## src/rtl/cal_pkg.sv

```systemverilog
package cal_pkg;

    typedef enum logic {
        ST_IDLE  = 1'b0,
        ST_TRIAL = 1'b1
    } cal_state_t;

    typedef enum logic [1:0] {
        JOB_NONE   = 2'd0,
        JOB_FULL   = 2'd1,
        JOB_NEXT   = 2'd2,
        JOB_SINGLE = 2'd3
    } cal_job_t;

    function automatic cal_job_t pick_job(input cal_state_t st,
                                          input logic full_armed,
                                          input logic in_pass,
                                          input logic queued);
        cal_job_t j;
        j = JOB_NONE;
        if (st == ST_IDLE) begin
            if (full_armed)      j = JOB_FULL;
            else if (in_pass)    j = JOB_NEXT;
            else if (queued)     j = JOB_SINGLE;
        end
        return j;
    endfunction

endpackage

```

## src/rtl/cal_queue.sv

```systemverilog
module cal_queue #(
    parameter int NKEYS = 32,
    localparam int KW = $clog2(NKEYS)
) (
    input  logic             clk,
    input  logic             rst,
    input  logic [NKEYS-1:0] key_suspect,
    input  logic             take,
    output logic             any,
    output logic [KW-1:0]    pick
);
    logic [NKEYS-1:0] seen_q;
    logic [NKEYS-1:0] released;
    logic [NKEYS-1:0] pend;
    logic [NKEYS-1:0] clr_mask;

    for (genvar g = 0; g < NKEYS; g++) begin : g_edge
        always_ff @(posedge clk) begin
            if (rst) seen_q[g] <= 1'b0;
            else     seen_q[g] <= key_suspect[g];
        end
        assign released[g] = seen_q[g] & ~key_suspect[g];
    end

    always_comb begin
        pick = '0;
        for (int i = NKEYS - 1; i >= 0; i--) begin
            if (pend[i]) pick = KW'(i);
        end
    end

    assign any      = |pend;
    assign clr_mask = take ? (NKEYS'(1) << pick) : '0;

    always_ff @(posedge clk) begin
        if (rst) pend <= '0;
        else     pend <= (pend & ~clr_mask) | released;
    end

    p_release_queues_r6: assert property (@(posedge clk) disable iff (rst)
        (|released) |=> ((pend & $past(released)) == $past(released)));

    p_take_only_pending_r6: assert property (@(posedge clk) disable iff (rst)
        take |-> any);

endmodule

```

## src/rtl/sar_engine.sv

```systemverilog
module sar_engine #(
    parameter int CODE_W = 8
) (
    input  logic              clk,
    input  logic              rst,
    input  logic              load,
    input  logic              step,
    input  logic              cmp_above,
    output logic [CODE_W-1:0] trial_code,
    output logic [CODE_W-1:0] result,
    output logic              last
);
    logic [CODE_W-1:0] kept;
    logic [CODE_W-1:0] mask;

    assign trial_code = kept | mask;
    assign last       = mask[0];
    assign result     = cmp_above ? (kept | mask) : kept;

    always_ff @(posedge clk) begin
        if (rst) begin
            kept <= '0;
            mask <= '0;
        end else if (load) begin
            kept <= '0;
            mask <= {1'b1, {(CODE_W-1){1'b0}}};
        end else if (step) begin
            if (cmp_above) kept <= kept | mask;
            mask <= mask >> 1;
        end
    end

    p_mask_shift_r2: assert property (@(posedge clk) disable iff (rst)
        (step && !last && !load) |=> (mask == ($past(mask) >> 1)));

    p_keep_bit_r3: assert property (@(posedge clk) disable iff (rst)
        (step && cmp_above && !load) |=> ((kept & $past(mask)) == $past(mask)));

    p_load_msb_r2: assert property (@(posedge clk) disable iff (rst)
        load |=> (mask[CODE_W-1] && kept == '0));

endmodule

```

## src/rtl/code_bank.sv

```systemverilog
module code_bank #(
    parameter int NKEYS  = 32,
    parameter int CODE_W = 8,
    localparam int KW = $clog2(NKEYS)
) (
    input  logic              clk,
    input  logic              rst,
    input  logic              wr_en,
    input  logic [KW-1:0]     wr_key,
    input  logic [CODE_W-1:0] wr_code,
    input  logic [KW-1:0]     rd_key,
    output logic [CODE_W-1:0] rd_code
);
    logic [NKEYS-1:0][CODE_W-1:0] mem;

    for (genvar g = 0; g < NKEYS; g++) begin : g_slot
        always_ff @(posedge clk) begin
            if (rst)                             mem[g] <= '0;
            else if (wr_en && wr_key == KW'(g))  mem[g] <= wr_code;
        end
    end

    assign rd_code = mem[rd_key];

    p_hold_without_write_r8: assert property (@(posedge clk) disable iff (rst)
        !wr_en |=> $stable(mem));

    p_write_lands_r8: assert property (@(posedge clk) disable iff (rst)
        wr_en |=> (mem[$past(wr_key)] == $past(wr_code)));

endmodule

```

## src/rtl/key_offset_cal.sv

```systemverilog
module key_offset_cal
    import cal_pkg::*;
#(
    parameter int NKEYS  = 32,
    parameter int CODE_W = 8,
    localparam int KW = $clog2(NKEYS)
) (
    input  logic              clk,
    input  logic              rst,
    input  logic              start_all,
    input  logic [NKEYS-1:0]  key_suspect,
    output logic              acq_req,
    output logic [KW-1:0]     acq_key,
    output logic [CODE_W-1:0] acq_code,
    input  logic              acq_done,
    input  logic              cmp_above,
    input  logic [KW-1:0]     rd_key,
    output logic [CODE_W-1:0] rd_code,
    output logic              busy
);
    cal_state_t        state;
    cal_job_t          job;
    logic              full_armed;
    logic              in_pass;
    logic [KW-1:0]     cur_key;
    logic              q_any;
    logic [KW-1:0]     q_pick;
    logic              sar_load;
    logic              sar_step;
    logic              sar_last;
    logic [CODE_W-1:0] sar_result;
    logic [CODE_W-1:0] sar_trial;
    logic              key_done;

    assign job      = pick_job(state, full_armed, in_pass, q_any);
    assign sar_load = (job != JOB_NONE);
    assign sar_step = (state == ST_TRIAL) && acq_done;
    assign key_done = sar_step && sar_last;

    cal_queue #(.NKEYS(NKEYS)) u_queue (
        .clk         (clk),
        .rst         (rst),
        .key_suspect (key_suspect),
        .take        (job == JOB_SINGLE),
        .any         (q_any),
        .pick        (q_pick)
    );

    sar_engine #(.CODE_W(CODE_W)) u_sar (
        .clk        (clk),
        .rst        (rst),
        .load       (sar_load),
        .step       (sar_step),
        .cmp_above  (cmp_above),
        .trial_code (sar_trial),
        .result     (sar_result),
        .last       (sar_last)
    );

    code_bank #(.NKEYS(NKEYS), .CODE_W(CODE_W)) u_bank (
        .clk     (clk),
        .rst     (rst),
        .wr_en   (key_done),
        .wr_key  (cur_key),
        .wr_code (sar_result),
        .rd_key  (rd_key),
        .rd_code (rd_code)
    );

    always_ff @(posedge clk) begin
        if (rst) begin
            state      <= ST_IDLE;
            full_armed <= 1'b1;
            in_pass    <= 1'b0;
            cur_key    <= '0;
        end else begin
            full_armed <= (full_armed && job != JOB_FULL) || start_all;
            unique case (job)
                JOB_FULL: begin
                    cur_key <= '0;
                    in_pass <= 1'b1;
                    state   <= ST_TRIAL;
                end
                JOB_NEXT: begin
                    cur_key <= KW'(cur_key + 1'b1);
                    state   <= ST_TRIAL;
                end
                JOB_SINGLE: begin
                    cur_key <= q_pick;
                    state   <= ST_TRIAL;
                end
                default: ;
            endcase
            if (key_done) begin
                state <= ST_IDLE;
                if (in_pass && cur_key == KW'(NKEYS - 1)) in_pass <= 1'b0;
            end
        end
    end

    assign acq_req  = (state == ST_TRIAL);
    assign acq_key  = cur_key;
    assign acq_code = sar_trial;
    assign busy     = (state == ST_TRIAL) || full_armed || in_pass || q_any;

    p_req_held_r2: assert property (@(posedge clk) disable iff (rst)
        (acq_req && !acq_done) |=> (acq_req && $stable(acq_code) && $stable(acq_key)));

    p_busy_covers_req_r9: assert property (@(posedge clk) disable iff (rst)
        acq_req |-> busy);

    p_pass_ascends_r4: assert property (@(posedge clk) disable iff (rst)
        (job == JOB_NEXT) |=> (acq_key == KW'($past(cur_key) + 1'b1)));

    p_full_first_r7: assert property (@(posedge clk) disable iff (rst)
        (job == JOB_FULL) |=> (acq_key == '0 && in_pass));

endmodule

```

## config.mk

```make
export PLATFORM = sky130hd
export DESIGN_NAME = key_offset_cal
export DESIGN_NICKNAME = d
export VERILOG_FILES = /design/src/rtl/cal_pkg.sv /design/src/rtl/cal_queue.sv /design/src/rtl/sar_engine.sv /design/src/rtl/code_bank.sv /design/src/rtl/key_offset_cal.sv
export SDC_FILE = /design/constraint.sdc
export NUM_CORES = 1
export LEC_CHECK = 0
export ABC_AREA = 0
export BUFFER_PORTS_ARGS = -buffer_cell sky130_fd_sc_hd__buf_2
export CORE_MARGIN = 4
export CORE_UTILIZATION = 40
export CTS_BUF_LIST = sky130_fd_sc_hd__clkbuf_2
export DETAILED_ROUTE_END_ITERATION = 8
export GPL_ROUTABILITY_DRIVEN = 0
export GPL_TIMING_DRIVEN = 0
export PLACE_DENSITY = 0.54
export REMOVE_ABC_BUFFERS = 1
export SETUP_SLACK_MARGIN = 0.4
export SLEW_MARGIN = 20
export SYNTH_ARGS = -nofsm -noshare
export SYNTH_HDL_FRONTEND = slang
export SYNTH_HIERARCHICAL = 1
export SYNTH_SLANG_ARGS = --single-unit
```

## constraint.sdc

```tcl
create_clock -name clk -period 3.5 [get_ports clk]
set_input_delay 0.35 -clock clk [delete_from_list [all_inputs] [get_ports clk]]
set_output_delay 0.35 -clock clk [all_outputs]
set_load 0.02 [all_outputs]
```

==> reports/results.ini, run 1 <==
[outcome]
status = finished, final reports clean

[floorplanning]
fp.coreArea_um2 = 38700
dieArea_um2 = 42500
die_width_um = 206
ios = 65
start_util = 0.405
rows = 72
die_h_um = 206

[clock_network]
cts_buffers = 94
cts_sinks = 344
htreeDepth = 3
root_buffer = clkbuf_2
clkLatencyLatePin_ns = 0.99
cts_tree = built
path_clk_slew_ns = 0.09
clock_path_buffers = 3

[final_layout]
fin_area_um2 = 18200
final_layout_size_suffix_gt1_frac = 0.227
final_nets = 1837
syn2layout_area_growth_pct = 15.7

[global_routing]
grt_pass1_wl_um = 75300
grt_max_degree = 123
grt_usage = 0.219
grt_pass1_vias = 13865
overflow = 0
antenna_found_initial = 3

[synthesis]
yosys_warnings = 6
ys_ff_latch = 344
synthCells = 1740
synth_enable_flop_cells = 0
async_reset_ff_frac = 0
syn_area_um2 = 15700
avgSynthCellArea_um2 = 9.03
yosysSeqAreaShare = 0.439
synth.distinct_cells = 63
ys.flop_type = dfxtp_1

[critical_path]
critPathLaunch = u_bank/mem[254]
path_max_fanout = 2
cp.arrival_ns = 2.75
worstPathRequired_ns = 3.15
timing.rr.start = u_queue/pend[19]
cp-end-kind = primary output
worst-setup-path-type = register to primary output
startpoint_type = register

[pwr]
p_per_area_nw_per_um2 = 418
cellLeakagePower_nw = 6.17
total_power_w = 0.00760
vdd_drop_max_mv = 0.299

[placed_design]
pre_cts_ws_ns = 0.436
hpwl_um = 26200
portBuffers = 64
placed_area_um2 = 16400

[sta]
max_freq_mhz = 323
tns_ns = 0
worst_pin_slew_ns = 0.836
finalMaxSlewViolations = 0
finalHoldViolCount = 0
clock_skew_ns = 0.0785
period_share = 0.884
slew-limit-headroom = 0.442
rsz0062_at_grt = true
worst_slack_ns = 0.404
min_period_ns = 3.10
setup_viol = 0
timing.hold.ws_ns = 0.0608

[drt]
drt_first_pass_iters = 5
first_iter_violations = 1061
via_per_inst = 5.83
wl_per_cell_um = 19.7
final_antenna_net_count = 0
drt-total-wl_um = 46800
dr_total_vias = 13884
drc = 0

[min_path]
worstHoldStart = acq_done
worstHoldPathType = input port to register

[flow_run]
drv_cap = 0

-- final cells by class --
cell class,instances,area (um^2)
fillers,3736,20600
clock buffers,144,721
repair buffers,167,1560
well taps,518,648
diodes,3,7.51
clock inverters,19,103
inverters,11,41.3
flip-flops and latches,344,6900
multi-input cells,1175,8190
-- final timing paths --
path / slack, ns / endpoint / cells past startpoint
worst max register to register: 0.70 / u_queue/pend[8] / 7
worst max-delay path: 0.40 / rd_code[6] / 4
worst min-delay path: 0.06 / in_pass / 3
worst min register to register: 0.44 / u_queue/pend[28] / 2
-- worst max-delay path, stage by stage (launching register included) --
cell	delay (ns)
dfxtp_1	0.32
mux4_2	0.47
mux4_2	0.53
mux2_4	0.32
buf_6	0.14
-- stage by stage --
stage,utilization,instances
after floorplan,-,1530
after global placement,0.407,2112
after detailed placement,0.423,2144
after CTS,0.466,2373
after global routing,0.469,2381
final,0.469,2381
-- power by group --
part	internal, W	switching [W]	total, W
clock	0.00115	0.00168	0.00283
sequential	0.00396	0.0000621	0.00402
combinational	0.000279	0.000471	0.000750
-- repair_timing --
action                                 CTS  global route
resized for setup                       35            28
setup endpoints to repair                9            33
endpoints found under the hold margin  130             0
hold buffers                            65             0
pin swaps                                3             7
buffers inserted                         1             5
-- cells in the final DEF (no fill, tap or decap), types with 4 or more instances in the layout --
master	n
nand3_1	262
o21ai_0	259
dfxtp_2	12
nand2_1	5
inv_1	9
clkbuf_2	144
o41ai_1	24
clkinv_1	15
buf_4	11
buf_16	4
nor2b_1	36
buf_6	20
a21o_2	8
buf_2	56
mux4_2	80
a211oi_1	4
dlygate4sd3_1	65
nand2b_1	35
buf_12	10
dfxtp_1	332
o221a_2	5
mux2i_1	8
or2_2	9
a21oi_1	294
nor2_1	29
nand2_2	5
a31oi_1	12
nor3_1	9
mux2_4	8
nor4_4	8
-- cell families after synthesis --
logic type | Yosys count | share of synthesized area
compound gates | 630 | 0.218
fa+ha+maj | 2 | 0.00159
simple gates | 447 | 0.156
flops | 344 | 0.439
buf+inv | 221 | 0.0595
mux | 96 | 0.126
-- per-layer routing --
layer / wire [um] / global-route usage / vias to the layer above
met5: 7 / 0 / -
met4: 847 / 0.0668 / 2
met3: 3020 / 0.0452 / 67
met2: 22600 / 0.363 / 443
met1: 20400 / 0.290 / 6786
li1: - / - / 6586
-- synthesized netlist by cell type, types with 4 or more instances --
master	count	share of area
mux2i_1	8	0.0051
clkbuf_1	168	0.040
a31oi_1	12	0.0048
nor4bb_1	4	0.0025
o21ai_0	259	0.083
nand2b_1	37	0.015
a21o_1	8	0.0038
mux4_2	80	0.11
buf_6	7	0.0050
nor4_1	8	0.0032
dfxtp_1	344	0.44
a21oi_1	294	0.094
buf_2	14	0.0045
nor3_1	9	0.0029
o221a_2	5	0.0036
or2_2	9	0.0036
mux2_2	8	0.0057
nand2_1	11	0.0026
and2_1	4	0.0016
buf_1	11	0.0026
buf_4	9	0.0043
nand3_1	262	0.083
nor2b_1	38	0.015
inv_1	9	0.0022
a211oi_1	4	0.0019
nor2_1	32	0.0076
o41ai_1	24	0.013
-- state kept, by name (all words and copies together) (netlist names) --
name	flops
u_queue/pend	32
in_pass	1
u_sar/kept	8
u_queue/seen_q	32
u_sar/mask	8
acq_req	1
acq_key	5
full_armed	1
u_bank/mem	256
Power figures use the tool's default switching activity.
==> inputs of run 2 (changes only) <==
Settings changed: PLACE_DENSITY 0.54 to unset.
==> run 2 against run 1 <==
Net effect:
- maximum frequency is 0.76% higher
- routed wire length is 1.4% lower
- largest cell class unchanged
- utilization is 0.79 points lower
- flip-flop and latch count stayed put
- critical path type unchanged
- die area stayed put
- cell area is 1.7% lower
==> reports/results.ini, run 2 (same netlist as run 1, synthesis figures left out) <==
[global_routing]
grt_usage = 0.214  ; was 0.219
overflow = 0  ; unchanged
grt_pass1_vias = 13933  ; about the same
grt_max_degree = 129  ; was 123
antenna_found_initial = 2  ; was 3
grt_pass1_wl_um = 73900  ; was 75300 um

[floorplanning]
fp.coreArea_um2 = 38700  ; unchanged
rows = 72  ; unchanged
start_util = 0.405  ; unchanged
ios = 65  ; unchanged
die_h_um = 206  ; unchanged
die_width_um = 206  ; unchanged
dieArea_um2 = 42500  ; unchanged

[sta]
slew-limit-headroom = 0.247  ; was 0.442
finalHoldViolCount = 0  ; unchanged
max_freq_mhz = 325  ; was 323 MHz
finalMaxSlewViolations = 0  ; unchanged
min_period_ns = 3.07  ; was 3.10 ns
tns_ns = 0  ; unchanged
period_share = 0.878  ; was 0.884
rsz0062_at_grt = true  ; unchanged
worst_pin_slew_ns = 1.13  ; was 0.836 ns
clock_skew_ns = 0.105  ; was 0.0785 ns
setup_viol = 0  ; unchanged

[final_layout]
layout_common_cells = 333 x dfxtp_1, 294 x a21oi_1, 262 x nand3_1  ; was 332 x dfxtp_1, 294 x a21oi_1, 262 x nand3_1
multiInputGateArea_um2 = 8160  ; was 8190 um^2
top_register = u_bank/mem  ; unchanged
seq_area_um2 = 6900  ; about the same
final_nets = 1810  ; was 1837
layout_commonest_cell = dfxtp_1  ; unchanged
largest_reg_flops = 256  ; unchanged
reg.largest.list = u_bank/mem: 256 flops, u_queue/pend: 32 flops, u_queue/seen_q: 32 flops  ; unchanged
fin_area_um2 = 17900  ; was 18200 um^2
final_layout_size_suffix_gt1_frac = 0.218  ; was 0.227
final_cells = 2339  ; was 2381
syn2layout_area_growth_pct = 13.8  ; was 15.7%
n_fill_cell = 3734  ; was 3736

[drt]
drt-total-wl_um = 46200  ; was 46800 um
wl_per_cell_um = 19.7  ; about the same
drt_first_pass_iters = 5  ; unchanged
first_iter_violations = 1286  ; was 1061
drc = 0  ; unchanged
dr_total_vias = 13873  ; about the same
final_antenna_net_count = 0  ; unchanged
via_per_inst = 5.93  ; was 5.83

[clock_network]
clock_path_buffers = 3  ; unchanged
cts_buffers = 88  ; was 94
cts_sinks = 344  ; unchanged
clkLatencyLatePin_ns = 0.97  ; was 0.99 ns
path_clk_slew_ns = 0.11  ; was 0.09 ns
htreeDepth = 3  ; unchanged
root_buffer = clkbuf_2  ; unchanged
cts_tree = built  ; unchanged

[min_path]
worstHoldPathType = input port to register  ; unchanged

[critical_path]
worst-setup-path-type = register to primary output  ; unchanged
cp.arrival_ns = 2.72  ; was 2.75 ns
path_max_fanout = 2  ; unchanged
cp-end-kind = primary output  ; unchanged
worstPathRequired_ns = 3.15  ; about the same
startpoint_type = register  ; unchanged

[flow_run]
drv_cap = 0  ; unchanged

[placed_design]
hpwl_um = 26100  ; was 26200 um
dp_cells = 2144  ; unchanged
placed_area_um2 = 16400  ; about the same
portBuffers = 64  ; unchanged

[pwr]
vdd_drop_max_mv = 0.271  ; was 0.299 mV
cellLeakagePower_nw = 5.98  ; was 6.17 nW
total_power_w = 0.00734  ; was 0.00760 W
p_per_area_nw_per_um2 = 411  ; was 418 nW/um^2

[outcome]
status = finished, final reports clean  ; unchanged

run 2: cell types whose count changed in the layout (fill, tap and decap cells not counted), sizes merged:
cell | before | now
buf | 102 | 99
clkbuf | 144 | 127
inv | 12 | 13
diode | 3 | 1
clkinvlp | 1 | 4
dlygate4sd3 | 65 | 47
bufinv | 1 | 0
clkinv | 16 | 11
run 2: critical path: stages (launching register included):
cell and delay (ns):
dfxtp_1 0.33, mux4_2 0.46, mux4_2 0.50, mux2_4 0.32
buf_6 0.14
run 2: where the power goes:
part	internal (W)	switching, W
Sequential	0.00396	0.0000621
Combinational	0.000268	0.000460
Clock	0.000961	0.00163
Total	0.00519	0.00215
run 2: worst paths after layout:
path | startpoint | end | slack [ns] | cells after the start
worst min register to register | u_queue/seen_q[28] | u_queue/pend[28] | 0.43 | 2
worst min-delay path | acq_done | acq_req | 0.11 | 4
worst max-delay path | u_bank/mem[92] | rd_code[4] | 0.43 | 4
worst max register to register | u_queue/pend[24] | u_queue/pend[30] | 0.63 | 7
run 2: area by class of cell:
cell class	count	area share
Multi-Input combinational cell	1175	0.457
Sequential cell	344	0.386
Timing Repair Buffer	146	0.0783
Tap cell	518	0.0363
Clock buffer	127	0.0356
Clock inverter	17	0.00469
Inverter	11	0.00231
Antenna cell	1	0.000140
run 2: metrics by stage:
stage / setup slack [ns] / hold slack, ns / utilization
2_1_floorplan: -0.605 / 0.417 / -
3_3_place_gp: -3.12 / 0.438 / 0.407
3_5_place_dp: 0.446 / 0.443 / 0.424
4_1_cts: 0.320 / 0.0752 / 0.460
5_1_grt: 0.273 / 0.0724 / 0.461
6_report: 0.428 / 0.107 / 0.461
run 2: per-layer routing:
metal,global-route usage,share of wire
met3,0.0438,0.063
met1,0.274,0.43
met5,0,0.00074
met2,0.364,0.49
met4,0.0696,0.021
run 2: repair_timing:
| action | in CTS | in global routing |
|---|---|---|
| setup buffers | 1 | 2 |
| pin swaps | 3 | 2 |
| hold buffers | 47 | 0 |
| resized for setup | 43 | 14 |
| hold endpoints to repair | 113 | 0 |
| setup endpoints to repair | 9 | 137 |
==> inputs of run 3 (changes only) <==
Settings changed: CAP_MARGIN set to 20.
Clock period 3.5 ns to 3.76 ns, I/O delays scaled along.
==> run 3 against run 2 <==
Net effect:
- count of clock-buffer cells in the layout is 3 higher
- final cell count grew 0.90%
- first-iteration DRC count decreased by 9.6%
- critical path type unchanged
- largest cell class unchanged
- clock skew down 0.030 ns
- clock power about the same
==> reports/results.ini, run 3 (same netlist as run 1, synthesis figures left out) <==
[critical_path]
cp-end-kind = primary output  ; unchanged
reg2reg_to = u_bank/mem[1]  ; was u_queue/pend[30]
cp.arrival_ns = 2.81  ; was 2.72 ns
worstPathRequired_ns = 3.38  ; was 3.15 ns
worst-setup-path-type = register to primary output  ; unchanged
regToRegSetupSlack_ns = 0.80  ; was 0.63 ns
timing.rr.start = acq_req  ; was u_queue/pend[24]
reg2reg_depth = 6  ; was 7
startpoint_type = register  ; unchanged
path_max_fanout = 5  ; was 2

[floorplanning]
fp.coreArea_um2 = 38700  ; unchanged
die_width_um = 206  ; unchanged
dieArea_um2 = 42500  ; unchanged
die_h_um = 206  ; unchanged
ios = 65  ; unchanged
rows = 72  ; unchanged
start_util = 0.405  ; unchanged

[clock_network]
root_buffer = clkbuf_2  ; unchanged
cts_buffers = 91  ; was 88
cts_tree = built  ; unchanged
cts_setup_buffers = 0  ; was 1
cts_sinks = 344  ; unchanged
path_clk_slew_ns = 0.09  ; was 0.11 ns
htreeDepth = 3  ; unchanged
clkLatencyLatePin_ns = 0.93  ; was 0.97 ns
clock_path_buffers = 3  ; unchanged

[min_path]
worstHoldStart = acq_done  ; unchanged
min_to = u_sar/mask[6]  ; was acq_req
whs_path_depth = 4  ; unchanged
worstHoldPathType = input port to register  ; unchanged

[final_layout]
syn2layout_area_growth_pct = 14.6  ; was 13.8%
final_nets = 1828  ; was 1810
layout_commonest_cell = dfxtp_1  ; unchanged
final_layout_size_suffix_gt1_frac = 0.209  ; was 0.218
reg.largest.list = u_bank/mem: 256 flops, u_queue/pend: 32 flops, u_queue/seen_q: 32 flops  ; unchanged
n_fill_cell = 3731  ; was 3734
largest_reg_flops = 256  ; unchanged
top_register = u_bank/mem  ; unchanged
fin_area_um2 = 18000  ; was 17900 um^2
layout_common_cells = 344 x dfxtp_1, 294 x a21oi_1, 262 x nand3_1  ; was 333 x dfxtp_1, 294 x a21oi_1, 262 x nand3_1

[sta]
worst_slack_ns = 0.573  ; was 0.428 ns
worst_pin_slew_ns = 0.893  ; was 1.13 ns
slew-limit-headroom = 0.403  ; was 0.247
finalMaxSlewViolations = 0  ; unchanged
finalHoldViolCount = 0  ; unchanged
max_freq_mhz = 314
setup_viol = 0  ; unchanged
period_share = 0.848
min_period_ns = 3.19
clock_skew_ns = 0.0748  ; was 0.105 ns
rsz0062_at_grt = false  ; was true

[pwr]
cellLeakagePower_nw = 6.08  ; was 5.98 nW
total_power_w = 0.00699  ; was 0.00734 W
vdd_drop_max_mv = 0.260  ; was 0.271 mV
p_per_area_nw_per_um2 = 388  ; was 411 nW/um^2

[drt]
first_iter_violations = 1162  ; was 1286
dr_total_vias = 14005  ; was 13.9k
via_per_inst = 5.93  ; about the same
drt-total-wl_um = 46400  ; was 46200 um
drt_first_pass_iters = 5  ; unchanged
final_antenna_net_count = 0  ; unchanged
drc = 0  ; unchanged
wl_per_cell_um = 19.7  ; about the same

[global_routing]
grt_pass1_vias = 14062  ; was 13.9k
grt_pass1_wl_um = 74200  ; was 73900 um
grt_max_degree = 129  ; unchanged
grt_usage = 0.215  ; was 0.214
antenna_found_initial = 2  ; unchanged
overflow = 0  ; unchanged

[outcome]
status = finished, final reports clean  ; unchanged

[placed_design]
portBuffers = 64  ; unchanged
placed_area_um2 = 16400  ; unchanged
pre_cts_ws_ns = 0.653  ; was 0.446 ns
hpwl_um = 26200  ; was 26100 um

[flow_run]
drv_cap = 0  ; unchanged

## run 3: cell type report
type	count	area, um^2	area share
Multi-Input combinational cell	1175	8100	0.450
Sequential cell	344	6890	0.383
Timing Repair Buffer	161	1530	0.0849
Clock buffer	130	651	0.0361
Tap cell	518	648	0.0360
Clock inverter	20	140	0.00779
Inverter	11	41.3	0.00229
Antenna cell	1	2.50	0.000139
## run 3: critical path, cell delays in order (launching register included)
cell and delay [ns]:
dfxtp_1 0.38, nor4_4 0.40, nand2_1 0.18, nor2_2 0.20, nand2_1 0.13, or4_4 0.46, buf_2 0.18
## run 3: how the worst max path moves through the flow
stage	from	to	slack (ns)	cells after the start
final	u_queue/pend[3]	busy	0.57	6
after global routing	u_queue/pend[3]	busy	0.37	6
after CTS	u_queue/pend[15]	busy	0.43	6
after detailed placement	rd_key[1]	rd_code[0]	0.65	6
after global placement	acq_req	u_bank/mem[24]	-2.86	4
after floorplan	acq_req	u_bank/mem[0]	-0.35	4
## run 3: what timing repair did
item                       4_1_cts  5_1_grt
hold buffers                    63        0
setup endpoints to repair        1        1
pin swaps                        0        0
hold endpoints to repair       113        0
resized for setup                7        8
## run 3: layer usage
metal  global-route usage  wire length, um  up-vias
li1                     -                -     6545
met1                0.274            19800     6887
met2                0.361            22500      493
met3               0.0486             3130       78
met4               0.0720              981        2
met5                    0               13        -
## run 3: stage by stage
step                TNS (ns)  std cells  hold slack, ns   util
global placement     -611.99       2112           0.438  0.407
CTS                        0       2357           0.106  0.462
detailed placement         0       2144           0.445  0.424
global route               0       2360           0.101  0.465
finish                     0       2360           0.229  0.465
floorplan             -27.89       1530           0.425      -
## run 3: power by group
group	internal, W	total, W	switching [W]
registers	0.00368	0.00374	0.0000562
clock network	0.00105	0.00257	0.00152
logic	0.000251	0.000677	0.000426
